`config.mk`:
```
export PLATFORM = sky130hd
export DESIGN_NAME = cas_pair_decoder
export DESIGN_NICKNAME = d
export VERILOG_FILES = /design/src/rtl/cas_dec_pkg.sv /design/src/rtl/cas_field_split.sv /design/src/rtl/cas_width_check.sv /design/src/rtl/cas_pair_map.sv /design/src/rtl/cas_pair_decoder.sv
export SDC_FILE = /design/constraint.sdc
export NUM_CORES = 1
export LEC_CHECK = 0
export CORE_ASPECT_RATIO = 0.6
export CORE_MARGIN = 1.5
export CORE_UTILIZATION = 36
export DETAILED_ROUTE_END_ITERATION = 12
export GPL_TIMING_DRIVEN = 0
export PLACE_DENSITY_LB_ADDON = 0.12
export SLEW_MARGIN = 20
export SYNTH_ARGS = -nofsm -noshare
export SYNTH_HDL_FRONTEND = slang
export SYNTH_SLANG_ARGS = --single-unit
```
`constraint.sdc`:
```
create_clock -name clk -period 3.3 [get_ports clk]
set_clock_uncertainty 0.2 [all_clocks]
set_input_delay 0.66 -clock clk [delete_from_list [all_inputs] [get_ports clk]]
set_output_delay 0.66 -clock clk [all_outputs]
set_load 0.005 [all_outputs]
```
`src/rtl/cas_dec_pkg.sv`:
```
package cas_dec_pkg;

  localparam int ILEN  = 32;
  localparam int REG_W = 5;
  localparam int F3_W  = 3;

  localparam logic [6:0] OPC_ATOMIC = 7'b0101111;
  localparam logic [4:0] FN_CAS     = 5'b00101;

  typedef enum logic [1:0] {
    CW_WORD   = 2'd0,
    CW_DOUBLE = 2'd1,
    CW_QUAD   = 2'd2,
    CW_NONE   = 2'd3
  } cas_width_e;

  typedef enum logic [1:0] {
    FC_NONE  = 2'd0,
    FC_WIDTH = 2'd1,
    FC_ODD   = 2'd2
  } cas_fault_e;

  typedef struct packed {
    logic [6:0]       opcode;
    logic [4:0]       funct5;
    logic [F3_W-1:0]  funct3;
    logic [REG_W-1:0] rd;
    logic [REG_W-1:0] rs2;
  } cas_fields_t;

  // Width selected by the function field, CW_NONE when unassigned.
  function automatic cas_width_e width_from_f3(input logic [F3_W-1:0] f3);
    case (f3)
      3'b010:  return CW_WORD;
      3'b011:  return CW_DOUBLE;
      3'b100:  return CW_QUAD;
      default: return CW_NONE;
    endcase
  endfunction

  // Whether a width exists on a hart of the given register width.
  function automatic logic width_exists(input cas_width_e w, input int xlen);
    case (w)
      CW_WORD, CW_DOUBLE: return 1'b1;
      CW_QUAD:            return (xlen == 64);
      default:            return 1'b0;
    endcase
  endfunction

  // An operand wider than the hart register occupies an even pair.
  function automatic logic needs_pair(input cas_width_e w, input int xlen);
    case (w)
      CW_DOUBLE: return (xlen == 32);
      CW_QUAD:   return (xlen == 64);
      default:   return 1'b0;
    endcase
  endfunction

  // High half of an even pair; a zero base stays on the zero register.
  function automatic logic [REG_W-1:0] pair_high(input logic [REG_W-1:0] base);
    if (base == '0) return '0;
    return base | {{(REG_W-1){1'b0}}, 1'b1};
  endfunction

endpackage

```
`src/rtl/cas_field_split.sv`:
```
module cas_field_split
  import cas_dec_pkg::*;
(
  input  logic [ILEN-1:0] instr,
  output cas_fields_t     fields,
  output logic            family_hit
);

  // Ordering flags and address register play no part in legality.
  logic unused_ignored_bits;
  assign unused_ignored_bits = ^{instr[26:25], instr[19:15]};

  always_comb begin
    fields.opcode = instr[6:0];
    fields.funct5 = instr[31:27];
    fields.funct3 = instr[14:12];
    fields.rd     = instr[11:7];
    fields.rs2    = instr[24:20];
  end

  assign family_hit = (fields.opcode == OPC_ATOMIC) && (fields.funct5 == FN_CAS);

endmodule

```
`src/rtl/cas_width_check.sv`:
```
module cas_width_check
  import cas_dec_pkg::*;
#(
  parameter int XLEN = 64
) (
  input  logic [F3_W-1:0] funct3,
  output cas_width_e      width,
  output logic            width_ok,
  output logic            pair_req
);

  always_comb begin
    width    = width_from_f3(funct3);
    width_ok = width_exists(width, XLEN);
    pair_req = width_ok && needs_pair(width, XLEN);
  end

endmodule

```
`src/rtl/cas_pair_map.sv`:
```
module cas_pair_map
  import cas_dec_pkg::*;
(
  input  logic [REG_W-1:0] base,
  input  logic             paired,
  output logic [REG_W-1:0] idx_lo,
  output logic [REG_W-1:0] idx_hi,
  output logic             odd_base
);

  always_comb begin
    idx_lo   = base;
    odd_base = paired && base[0];
    if (paired) idx_hi = pair_high(base);
    else        idx_hi = '0;
  end

endmodule

```
`src/rtl/cas_pair_decoder.sv`:
```
module cas_pair_decoder
  import cas_dec_pkg::*;
#(
  parameter int XLEN = 64
) (
  input  logic             clk,
  input  logic             rst_n,
  input  logic             in_valid,
  input  logic [ILEN-1:0]  in_instr,
  output logic             out_valid,
  output logic             out_is_cas,
  output logic             out_legal,
  output logic             out_illegal,
  output logic [1:0]       out_fault,
  output logic [1:0]       out_width,
  output logic             out_paired,
  output logic [REG_W-1:0] out_rd_lo,
  output logic [REG_W-1:0] out_rd_hi,
  output logic [REG_W-1:0] out_rs2_lo,
  output logic [REG_W-1:0] out_rs2_hi
);

  // Named internal events, also used by the bound checker.
  cas_fields_t      fld;
  logic             family_hit;
  cas_width_e       width_w;
  logic             width_ok;
  logic             pair_req;
  logic [REG_W-1:0] rd_lo_w, rd_hi_w, rs2_lo_w, rs2_hi_w;
  logic             rd_odd, rs2_odd;
  logic             fault_width, fault_odd;
  logic             legal_w;
  cas_fault_e       fault_w;

  cas_field_split u_split (
    .instr      (in_instr),
    .fields     (fld),
    .family_hit (family_hit)
  );

  cas_width_check #(.XLEN(XLEN)) u_width (
    .funct3   (fld.funct3),
    .width    (width_w),
    .width_ok (width_ok),
    .pair_req (pair_req)
  );

  cas_pair_map u_map_rd (
    .base     (fld.rd),
    .paired   (pair_req),
    .idx_lo   (rd_lo_w),
    .idx_hi   (rd_hi_w),
    .odd_base (rd_odd)
  );

  cas_pair_map u_map_rs2 (
    .base     (fld.rs2),
    .paired   (pair_req),
    .idx_lo   (rs2_lo_w),
    .idx_hi   (rs2_hi_w),
    .odd_base (rs2_odd)
  );

  always_comb begin
    fault_width = family_hit && !width_ok;
    fault_odd   = family_hit && width_ok && (rd_odd || rs2_odd);
    legal_w     = family_hit && !fault_width && !fault_odd;
    if (fault_width)    fault_w = FC_WIDTH;
    else if (fault_odd) fault_w = FC_ODD;
    else                fault_w = FC_NONE;
  end

  always_ff @(posedge clk) begin
    if (!rst_n) begin
      out_valid   <= 1'b0;
      out_is_cas  <= 1'b0;
      out_legal   <= 1'b0;
      out_illegal <= 1'b0;
      out_fault   <= FC_NONE;
      out_width   <= CW_NONE;
      out_paired  <= 1'b0;
      out_rd_lo   <= '0;
      out_rd_hi   <= '0;
      out_rs2_lo  <= '0;
      out_rs2_hi  <= '0;
    end else begin
      out_valid   <= in_valid;
      out_is_cas  <= family_hit;
      out_legal   <= legal_w;
      out_illegal <= fault_width || fault_odd;
      out_fault   <= fault_w;
      out_width   <= legal_w ? width_w : CW_NONE;
      out_paired  <= legal_w && pair_req;
      out_rd_lo   <= legal_w ? rd_lo_w  : '0;
      out_rd_hi   <= legal_w ? rd_hi_w  : '0;
      out_rs2_lo  <= legal_w ? rs2_lo_w : '0;
      out_rs2_hi  <= legal_w ? rs2_hi_w : '0;
    end
  end

endmodule

```
# After elaboration in Yosys (flattened, before gate mapping)
# Index checks and enable logic that the tools add are counted.
# totals
ff_bits,29
inputBits,35
output_inout_bits,29
word_cells,55
# classes
eq_ne,7
mux,13
bitwise,1
n_reduce_logical,22
# ops
cell,count
$mux W5,4
$logic_and A1 B1 Y1,10
$logic_not A5 Y1,2
$eq A7 B6 Y1 const B,1
$mux W1,7
$eq A3 B2 Y1 const B,2
$pmux W2 S3,1
$eq A5 B3 Y1 const B,1
$eq A3 B3 Y1 const B,1
$logic_not A1 Y1,3
$reduce_and A3 Y1,1
$reduce_or A3 Y1,1
$eq A2 B1 Y1 const B,1
$eq A2 B2 Y1 const B,1
$logic_not A2 Y1,1
$logic_or A1 B1 Y1,2
$mux W2,1
$reduce_and A2 Y1,1
$reduce_or A2 Y1,1
$not A1 Y1,1

# Depth between registers and ports, before layout
# Gate-level depths: netlist of run 1.
# logic_depth
ltp_word,12
depth_mapped,4
mapped_depth_nobuf,3

# Hierarchy
# A second synthesis of run 1 with hierarchy kept.
# unflattened
hier_cells,123
area_unflattened_um2,1255.0
# by_module_without_submodules
mod,instances,cells_each,area_each_um2,seq_area_each_um2
cas_pair_decoder,1,65,827.0,580.6
cas_field_split,1,29,229.0,0.0
cas_pair_map,2,12,85.1,0.0
cas_width_check,1,5,28.8,0.0

# Least setup slack after synthesis of run 1
# No wires, ideal clock.
# synth_timing
path_kind,input to register
from,input in_instr[31]
to,register out_width[0]
setup_ps,134
t_arrival_ps,1615
required_ps,2966
path_slack_ps,1351
cell_stages,3
n_path_buf,0
path_cell_list,and4bb_4 -> nand3_4 -> or4_1
# synth_between
elab_chain_cells,7
word_cells_on_any_way,10
cone_classes,eq/ne (1); reduce/logical (9)
# synth_rtl
element,line_no,text
start: declaration,cas_pair_decoder.sv:9,"input logic [ILEN-1:0] in_instr,"
$eq A5 B3 Y1 (*),cas_field_split.sv:21,assign family_hit = (fields.opcode == OPC_ATOMIC) && (fields.funct5 == FN_CAS);
$logic_and A1 B1 Y1 (*),cas_field_split.sv:21,
"$logic_and A1 B1 Y1, on equally long branches","cas_pair_decoder.sv:65, cas_pair_decoder.sv:66",
$logic_not A1 Y1 or $logic_and A1 B1 Y1 (tied branches),"cas_pair_decoder.sv:67, cas_pair_decoder.sv:66",
$logic_and A1 B1 Y1 or $logic_not A1 Y1 (tied branches),cas_pair_decoder.sv:67,legal_w = family_hit && !fault_width && !fault_odd;
$logic_and A1 B1 Y1 (*),cas_pair_decoder.sv:67,
$reduce_and A2 Y1 (no source line) (*),n/a,
end signal: assignment,cas_pair_decoder.sv:92,out_width <= legal_w ? width_w : CW_NONE;
end: declaration,cas_pair_decoder.sv:15,"output logic [1:0] out_width,"
# Mark *: on every way between the ends. The rest lies on a longest branch, timed or not.
# A chain may end at the register's enable or synchronous reset.

# Final worst setup path of run 1
# layout_timing
from,input in_instr[14]
to,register out_rs2_hi[0]
# layout_between
elab_chain_cells,12
word_cells_on_any_way,23
cone_classes,eq/ne (5); mux (3); reduce/logical (15)
# layout_rtl
element,line_no,text
$eq A3 B3 Y1 or $eq A3 B2 Y1 (tied branches),cas_dec_pkg.sv:33,case (f3)
$pmux W2 S3 (*),cas_dec_pkg.sv:33,
$eq A2 B1 Y1 (tied with other cells),cas_dec_pkg.sv:43,case (w)
$reduce_or A3 Y1 (no source line),n/a,
$mux W1,cas_dec_pkg.sv:43,
$logic_and A1 B1 Y1,cas_width_check.sv:15,"pair_req = width_ok && needs_pair(width, XLEN);"
$logic_and A1 B1 Y1,cas_pair_map.sv:13,odd_base = paired && base[0];
$logic_or A1 B1 Y1,cas_pair_decoder.sv:66,fault_odd = family_hit && width_ok && (rd_odd || rs2_odd);
$logic_and A1 B1 Y1,cas_pair_decoder.sv:66,
$logic_not A1 Y1,cas_pair_decoder.sv:67,
$logic_and A1 B1 Y1,cas_pair_decoder.sv:67,
$reduce_and A3 Y1 (no source line) (*),n/a,
end signal: assignment,cas_pair_decoder.sv:97,out_rs2_hi <= legal_w ? rs2_hi_w : '0;
end: declaration,cas_pair_decoder.sv:20,output logic [REG_W-1:0] out_rs2_hi
# Marked as above.

==> PnR_summary.wiki, run 1 <==
{| class="wikitable"
! Metric !! Value
|-
| Status || completed
|-
| Largest vdd supply drop || 236 µV
|-
| RSZ-0062 raised after global routing || no
|-
| Wire length after detailed routing || 2420 µm
|-
| Area contributors post-synth || sky130_fd_sc_hd__dfxtp_1, sky130_fd_sc_hd__nor3_1, sky130_fd_sc_hd__nand4_1, sky130_fd_sc_hd__nor4_1, sky130_fd_sc_hd__nor2_1
|-
| DIE WIDTH || 68.3 µm
|-
| Number of antenna repair diodes || 0
|-
| I/O pin count || 64
|-
| Tightest Pin Transition || 0.757 ns
|-
| Overall Global Routing Usage || 19.6%
|-
| Fill cell instance count of the final layout || 171
|-
| Number of hold-slack violations in the final timing report || 0
|-
| Largest stage delay on the critical path || 0.51 ns
|-
| FF+latch area || 581 µm²
|-
| Final nets || 185
|-
| Worst-path maximum fanout || 10
|-
| Clock slew at the register clock pins of the worst setup and hold paths || 0.05 ns
|-
| Cell family with most CP delay || buffers and inverters
|-
| TritonCTS clock tree || yes
|-
| Placeable core area || 2290 µm²
|-
| Slew headroom || 49.6%
|-
| Synth Warn # || 0
|-
| Number of buffers created by CTS || 5
|-
| Utilization after layout || 70.0%
|-
| Sequential element share of the synthesized area || 63.0%
|-
| Layout area overhead || 74.2%
|-
| Sort of element at the start of the critical path || primary input
|-
| PortBufs || 56
|-
| Buffers and inverters on the worst path || 2
|-
| Crit path setup slack, layout || 1.08 ns
|-
| Worst Path Arrival || 2.21 ns
|-
| Last weighted congestion value of the routability-driven placer || 0.738
|-
| Average cell area after synthesis || 10.6 µm²
|-
| Critical Path, Cell by Cell || clkdlybuf4s50_1 > nor3b_2 > nand4_1 > clkbuf_1 > a211oi_1
|-
| Number of max-slew violations in the final report || 0
|-
| Antenna violations before repair || 0
|-
| Power density relative to cell area || 430 nW/µm²
|-
| Number of flip-flops and latches in the synthesized netlist || 29
|-
| Detail Route Antenna Nets || 0
|-
| Capturing element type of the critical path || register
|-
| Maximum capacitance violations || 0
|-
| Post-layout total power || 0.000692 W
|-
| Number of global-route vias before repair || 898
|-
| Post-Synthesis Cell Area || 922 µm²
|-
| DRC marker count from the first detailed-route iteration || 40
|-
| Via-per-instance ratio || 4.81
|-
| Quantity of gates resized following cts || 0
|-
| Synthesized net count || 122
|-
| Fraction of layout instances using a drive strength above 1 || 6.67%
|-
| Setup TNS Final || 0 ns
|-
| First-pass DRT Iterations || 4
|-
| Y dimension of the die || 42.2 µm
|-
| Number of H-tree branching levels || 2
|-
| Wire length of the first global-routing pass || 4030 µm
|-
| Number of instances in the synthesized netlist || 87
|-
| Most common cell after layout, fill and taps aside || sky130_fd_sc_hd__clkdlybuf4s50_1
|-
| Initial core utilization || 40.2%
|-
| Post-CTS Hold Fix Bufs || 0
|-
| Post-Place Setup Slack || 0.840 ns
|-
| # setup viols final || 0
|-
| Rows || 13
|-
| Area taken by multi-input logic gates || 319 µm²
|-
| Avg WL per Cell || 13.4 µm
|-
| Worst EP required || 3.29 ns
|-
| Placed insts || 173
|-
| Period utilisation layout || 67.2%
|-
| Die outline area || 2880 µm²
|-
| Post-CTS setup buffer count || 0
|-
| Largest net degree at the start of global routing || 11
|-
| Via count || 865
|-
| Count of different cell masters after synthesis || 21
|-
| Class of the most critical setup path || in2reg
|-
| Cell type of the slowest stage on the worst timing path || sky130_fd_sc_hd__clkdlybuf4s50_1
|-
| Global-route congestion overflow total || 0
|-
| Maximum achievable frequency || 0.451 GHz
|-
| Commonest cells after routing, fill and taps aside || sky130_fd_sc_hd__clkdlybuf4s50_1, sky130_fd_sc_hd__dfxtp_1, sky130_fd_sc_hd__nor3_1, sky130_fd_sc_hd__nor2_1
|-
| Post-layout instance count excluding filler cells || 180
|-
| Synth area leader || sky130_fd_sc_hd__dfxtp_1
|-
| Final Critical Period || 2.22 ns
|-
| Leak pwr || 0.541 nW
|-
| Hpwl dp || 1780 µm
|-
| Sinks on Clock Net || 29
|-
| Buffer levels on the longest clock path || 2
|-
| DRC violation count after routing || 0
|-
| Clock root cell || sky130_fd_sc_hd__clkbuf_8
|-
| Worst min-delay path category || in2reg
|-
| Fraction of synthesized cell area taken by the top area cell type || 63.0%
|}
-- logic make-up (layout without fill, tap and decap cells) --
| logic type | after synthesis | count (layout) | share of synthesized area, % |
|---|---|---|---|
| flip-flops | 29 | 29 | 63.0 |
| buffers and inverters | 6 | 69 | 2.44 |
| AO/OA/AOI/OAI | 6 | 6 | 4.21 |
| AND/OR/NAND/NOR | 46 | 46 | 30.4 |
-- state kept, by name, summed over array words and instances (netlist names) --
name and cells:
out_rs2_hi 5, out_paired 1, out_illegal 1, out_fault 2
out_is_cas 1, out_valid 1, out_rd_hi 5, out_rs2_lo 5
out_rd_lo 5, out_legal 1, out_width 2
-- cells in the mapped netlist, drive strengths merged --
library cell / instances
nor4: 6
nand3: 1
clkbuf: 3
and4bb: 1
nor2: 9
a2111oi: 1
a21oi: 2
nand2: 3
nor3b: 1
or4: 1
nand4: 6
or4b: 1
dfxtp: 29
a211oi: 2
inv: 3
o21ai: 1
and2: 1
nor3: 12
nor2b: 3
and4: 1
-- path summary, 6_finish.rpt --
check	end	from	slack, ns	cells after the start
max	out_rs2_hi[0]	in_instr[14]	1.08	5
min	out_valid	in_valid	0.76	2
-- through the flow --
step | hold WS, ns | area, µm²
after global routing | 0.769 | 1610
after global placement | 1.05 | 1520
after floorplan | 0.565 | 922
final | 0.762 | 1610
after detailed placement | 1.05 | 1520
after CTS | 0.753 | 1610
-- layer usage --
layer | track usage (%) | vias up | wire (µm)
met4 | 11.2 | 0 | 38
li1 | - | 441 | -
met1 | 25.1 | 382 | 1120
met5 | 0 | - | 0
met2 | 27.6 | 38 | 1070
met3 | 8.06 | 4 | 187
-- report_power, final --
group / leakage, nW / total (W) / internal [W] / switching, W
sequential: 0.234 / 0.000351 / 0.000351 / 0.000000166
combinational: 0.263 / 0.0000540 / 0.0000341 / 0.0000199
clock: 0.0443 / 0.000287 / 0.000165 / 0.000122
-- cell type report --
| cell class | instances | area share (%) |
|---|---|---|
| inverters | 3 | 0.701 |
| multi-input cells | 52 | 19.9 |
| repair buffers | 56 | 34.9 |
| clock buffers | 7 | 5.37 |
| well taps | 30 | 2.34 |
| flip-flops and latches | 29 | 36.1 |
| plain buffers | 3 | 0.701 |
Note: power is estimated with default switching activity, not from simulation.
==> inputs of run 2 (changes only) <==
--- a/config.mk
+++ b/config.mk
@@ -7,7 +7,7 @@
 export LEC_CHECK = 0
 export CORE_ASPECT_RATIO = 0.6
 export CORE_MARGIN = 1.5
-export CORE_UTILIZATION = 36
+export CORE_UTILIZATION = 30
 export DETAILED_ROUTE_END_ITERATION = 12
 export GPL_TIMING_DRIVEN = 0
 export PLACE_DENSITY_LB_ADDON = 0.12
==> constraint.sdc (replaced) <==
create_clock -name clk -period 1.9 [get_ports clk]
set_clock_uncertainty 0.2 [all_clocks]
set_input_delay 0.38 -clock clk [delete_from_list [all_inputs] [get_ports clk]]
set_output_delay 0.38 -clock clk [all_outputs]
set_load 0.005 [all_outputs]
==> PnR_summary.wiki, run 2 (synthesized netlist as in run 1, its figures left out) <==
{| class="wikitable"
! Metric !! Value
|-
| Worst min-delay path category || in2reg
|-
| Leak pwr || 0.578 nW (+6.8%)
|-
| Capturing element type of the critical path || register
|-
| Maximum achievable frequency || 0.541 GHz
|-
| Worst Path Arrival || 1.80 ns (-0.41 ns)
|-
| Initial core utilization || 31.9% (-8.3 points)
|-
| DRC marker count from the first detailed-route iteration || 47 (+18%)
|-
| Sort of element at the start of the critical path || primary input
|-
| RSZ-0062 raised after global routing || yes
|-
| Via count || 890 (+2.9%)
|-
| Number of max-slew violations in the final report || 0 (unchanged)
|-
| Antenna violations before repair || 0 (unchanged)
|-
| Wire length after detailed routing || 2640 µm (+9.4%)
|-
| Wire length of the first global-routing pass || 3980 µm (-1.2%)
|-
| Last weighted congestion value of the routability-driven placer || 0.688 (-6.7%)
|-
| PortBufs || 56 (unchanged)
|-
| Sinks on Clock Net || 29 (unchanged)
|-
| Worst EP required || 1.86 ns (-1.43 ns)
|-
| Period utilisation layout || 97.3%
|-
| Rows || 15 (+2)
|-
| Worst-path maximum fanout || 7 (-3)
|-
| Number of hold-slack violations in the final timing report || 0 (unchanged)
|-
| Post-route standard cell area excluding fillers || 1680 µm² (+4.7%)
|-
| Power density relative to cell area || 747 nW/µm² (+74%)
|-
| Overall Global Routing Usage || 16.7% (-2.9 points)
|-
| I/O pin count || 64 (unchanged)
|-
| Largest vdd supply drop || 352 µV (+49%)
|-
| Layout area overhead || 82.4%
|-
| Commonest cells after routing, fill and taps aside || sky130_fd_sc_hd__clkdlybuf4s50_1, sky130_fd_sc_hd__dfxtp_1, sky130_fd_sc_hd__nor3_1, sky130_fd_sc_hd__nor2_1, sky130_fd_sc_hd__clkbuf_8
|-
| Die outline area || 3430 µm² (+19%)
|-
| Detail Route Antenna Nets || 0 (unchanged)
|-
| Placeable core area || 2890 µm² (+26%)
|-
| Fraction of layout instances using a drive strength above 1 || 12.9% (+6.2 points)
|-
| Class of the most critical setup path || in2reg
|-
| Number of antenna repair diodes || 0 (unchanged)
|-
| Number of H-tree branching levels || 2 (unchanged)
|-
| DIE WIDTH || 74.6 µm (+9.1%)
|-
| Post-place instance area || 1540 µm² (+0.99%)
|-
| Final nets || 189 (+2.2%)
|-
| Via-per-instance ratio || 4.52 (-6.0%)
|-
| Worst hold margin || 0.495 ns (-0.267 ns)
|-
| First-pass DRT Iterations || 4 (unchanged)
|-
| Post-CTS Hold Fix Bufs || 0 (unchanged)
|-
| Status || completed
|-
| Buffer levels on the longest clock path || 2 (unchanged)
|-
| # setup viols final || 0 (unchanged)
|-
| Hpwl dp || 1950 µm (+9.4%)
|-
| Maximum capacitance violations || 0 (unchanged)
|-
| Number of buffers created by CTS || 5 (unchanged)
|-
| Tightest Pin Transition || 0.495 ns (-0.261 ns)
|-
| Avg WL per Cell || 13.4 µm (about the same)
|-
| Number of global-route vias before repair || 841 (-6.3%)
|-
| DRC violation count after routing || 0 (unchanged)
|-
| Slew headroom || 67.0% (+17 points)
|-
| Clock root cell || sky130_fd_sc_hd__clkbuf_8
|-
| Global-route congestion overflow total || 0 (unchanged)
|-
| Clock slew at the register clock pins of the worst setup and hold paths || 0.06 ns (about the same)
|-
| Y dimension of the die || 45.9 µm (+8.9%)
|-
| Final Critical Period || 1.85 ns
|-
| TritonCTS clock tree || yes
|-
| Utilization after layout || 58.2% (-12 points)
|-
| Most common cell after layout, fill and taps aside || sky130_fd_sc_hd__clkdlybuf4s50_1
|-
| Largest net degree at the start of global routing || 11 (unchanged)
|}
-- run 2: metrics by stage --
step	std cells	total power, W	setup slack (ns)	TNS (ns)
4_1_cts	193	0.00126	-0.0170	-0.0334
6_report	197	0.00126	0.0514	0
2_1_floorplan	87	0.000645	0.231	0
3_5_place_dp	185	0.000716	-0.306	-5.70
5_1_grt	197	0.00130	-0.0190	-0.0199
3_3_place_gp	185	0.000714	-0.277	-5.03
-- run 2: final timing paths --
| kind | startpoint | to | slack, ns | depth (start not counted) |
|---|---|---|---|---|
| setup / recovery | in_instr[30] | out_width[0] | 0.05 | 4 |
| hold / removal | in_valid | out_valid | 0.50 | 2 |
-- run 2: per-layer routing --
metal | part of all wire, % | global-route usage, %
met5 | 0 | 0
met4 | 0.98 | 8.73
met3 | 7.1 | 5.97
met2 | 44 | 24.3
met1 | 48 | 21.9
-- run 2: power by group --
group	switching, W	total [W]	internal, W
registers	0.000000228	0.000609	0.000609
logic	0.0000370	0.0000997	0.0000627
clock network	0.000221	0.000547	0.000326
-- run 2: cell type report --
type,instances,area (µm²)
well taps,42,52.6
inverters,3,11.3
clock inverters,1,5.00
plain buffers,3,13.8
fillers,262,1210
multi-input cells,52,332
repair buffers,60,591
clock buffers,7,96.3
flip-flops and latches,29,581
-- run 2: critical path: stages --
cell                              delay [ns]
sky130_fd_sc_hd__clkdlybuf4s50_1        0.40
sky130_fd_sc_hd__and4bb_4               0.39
sky130_fd_sc_hd__nand3_4                0.12
sky130_fd_sc_hd__or4_1                  0.51
-- run 2: repair_timing --
item,4_1_cts,5_1_grt
pin swaps,0,1
resized for setup,0,9
endpoints found under the setup margin,3,20
setup buffers,0,4
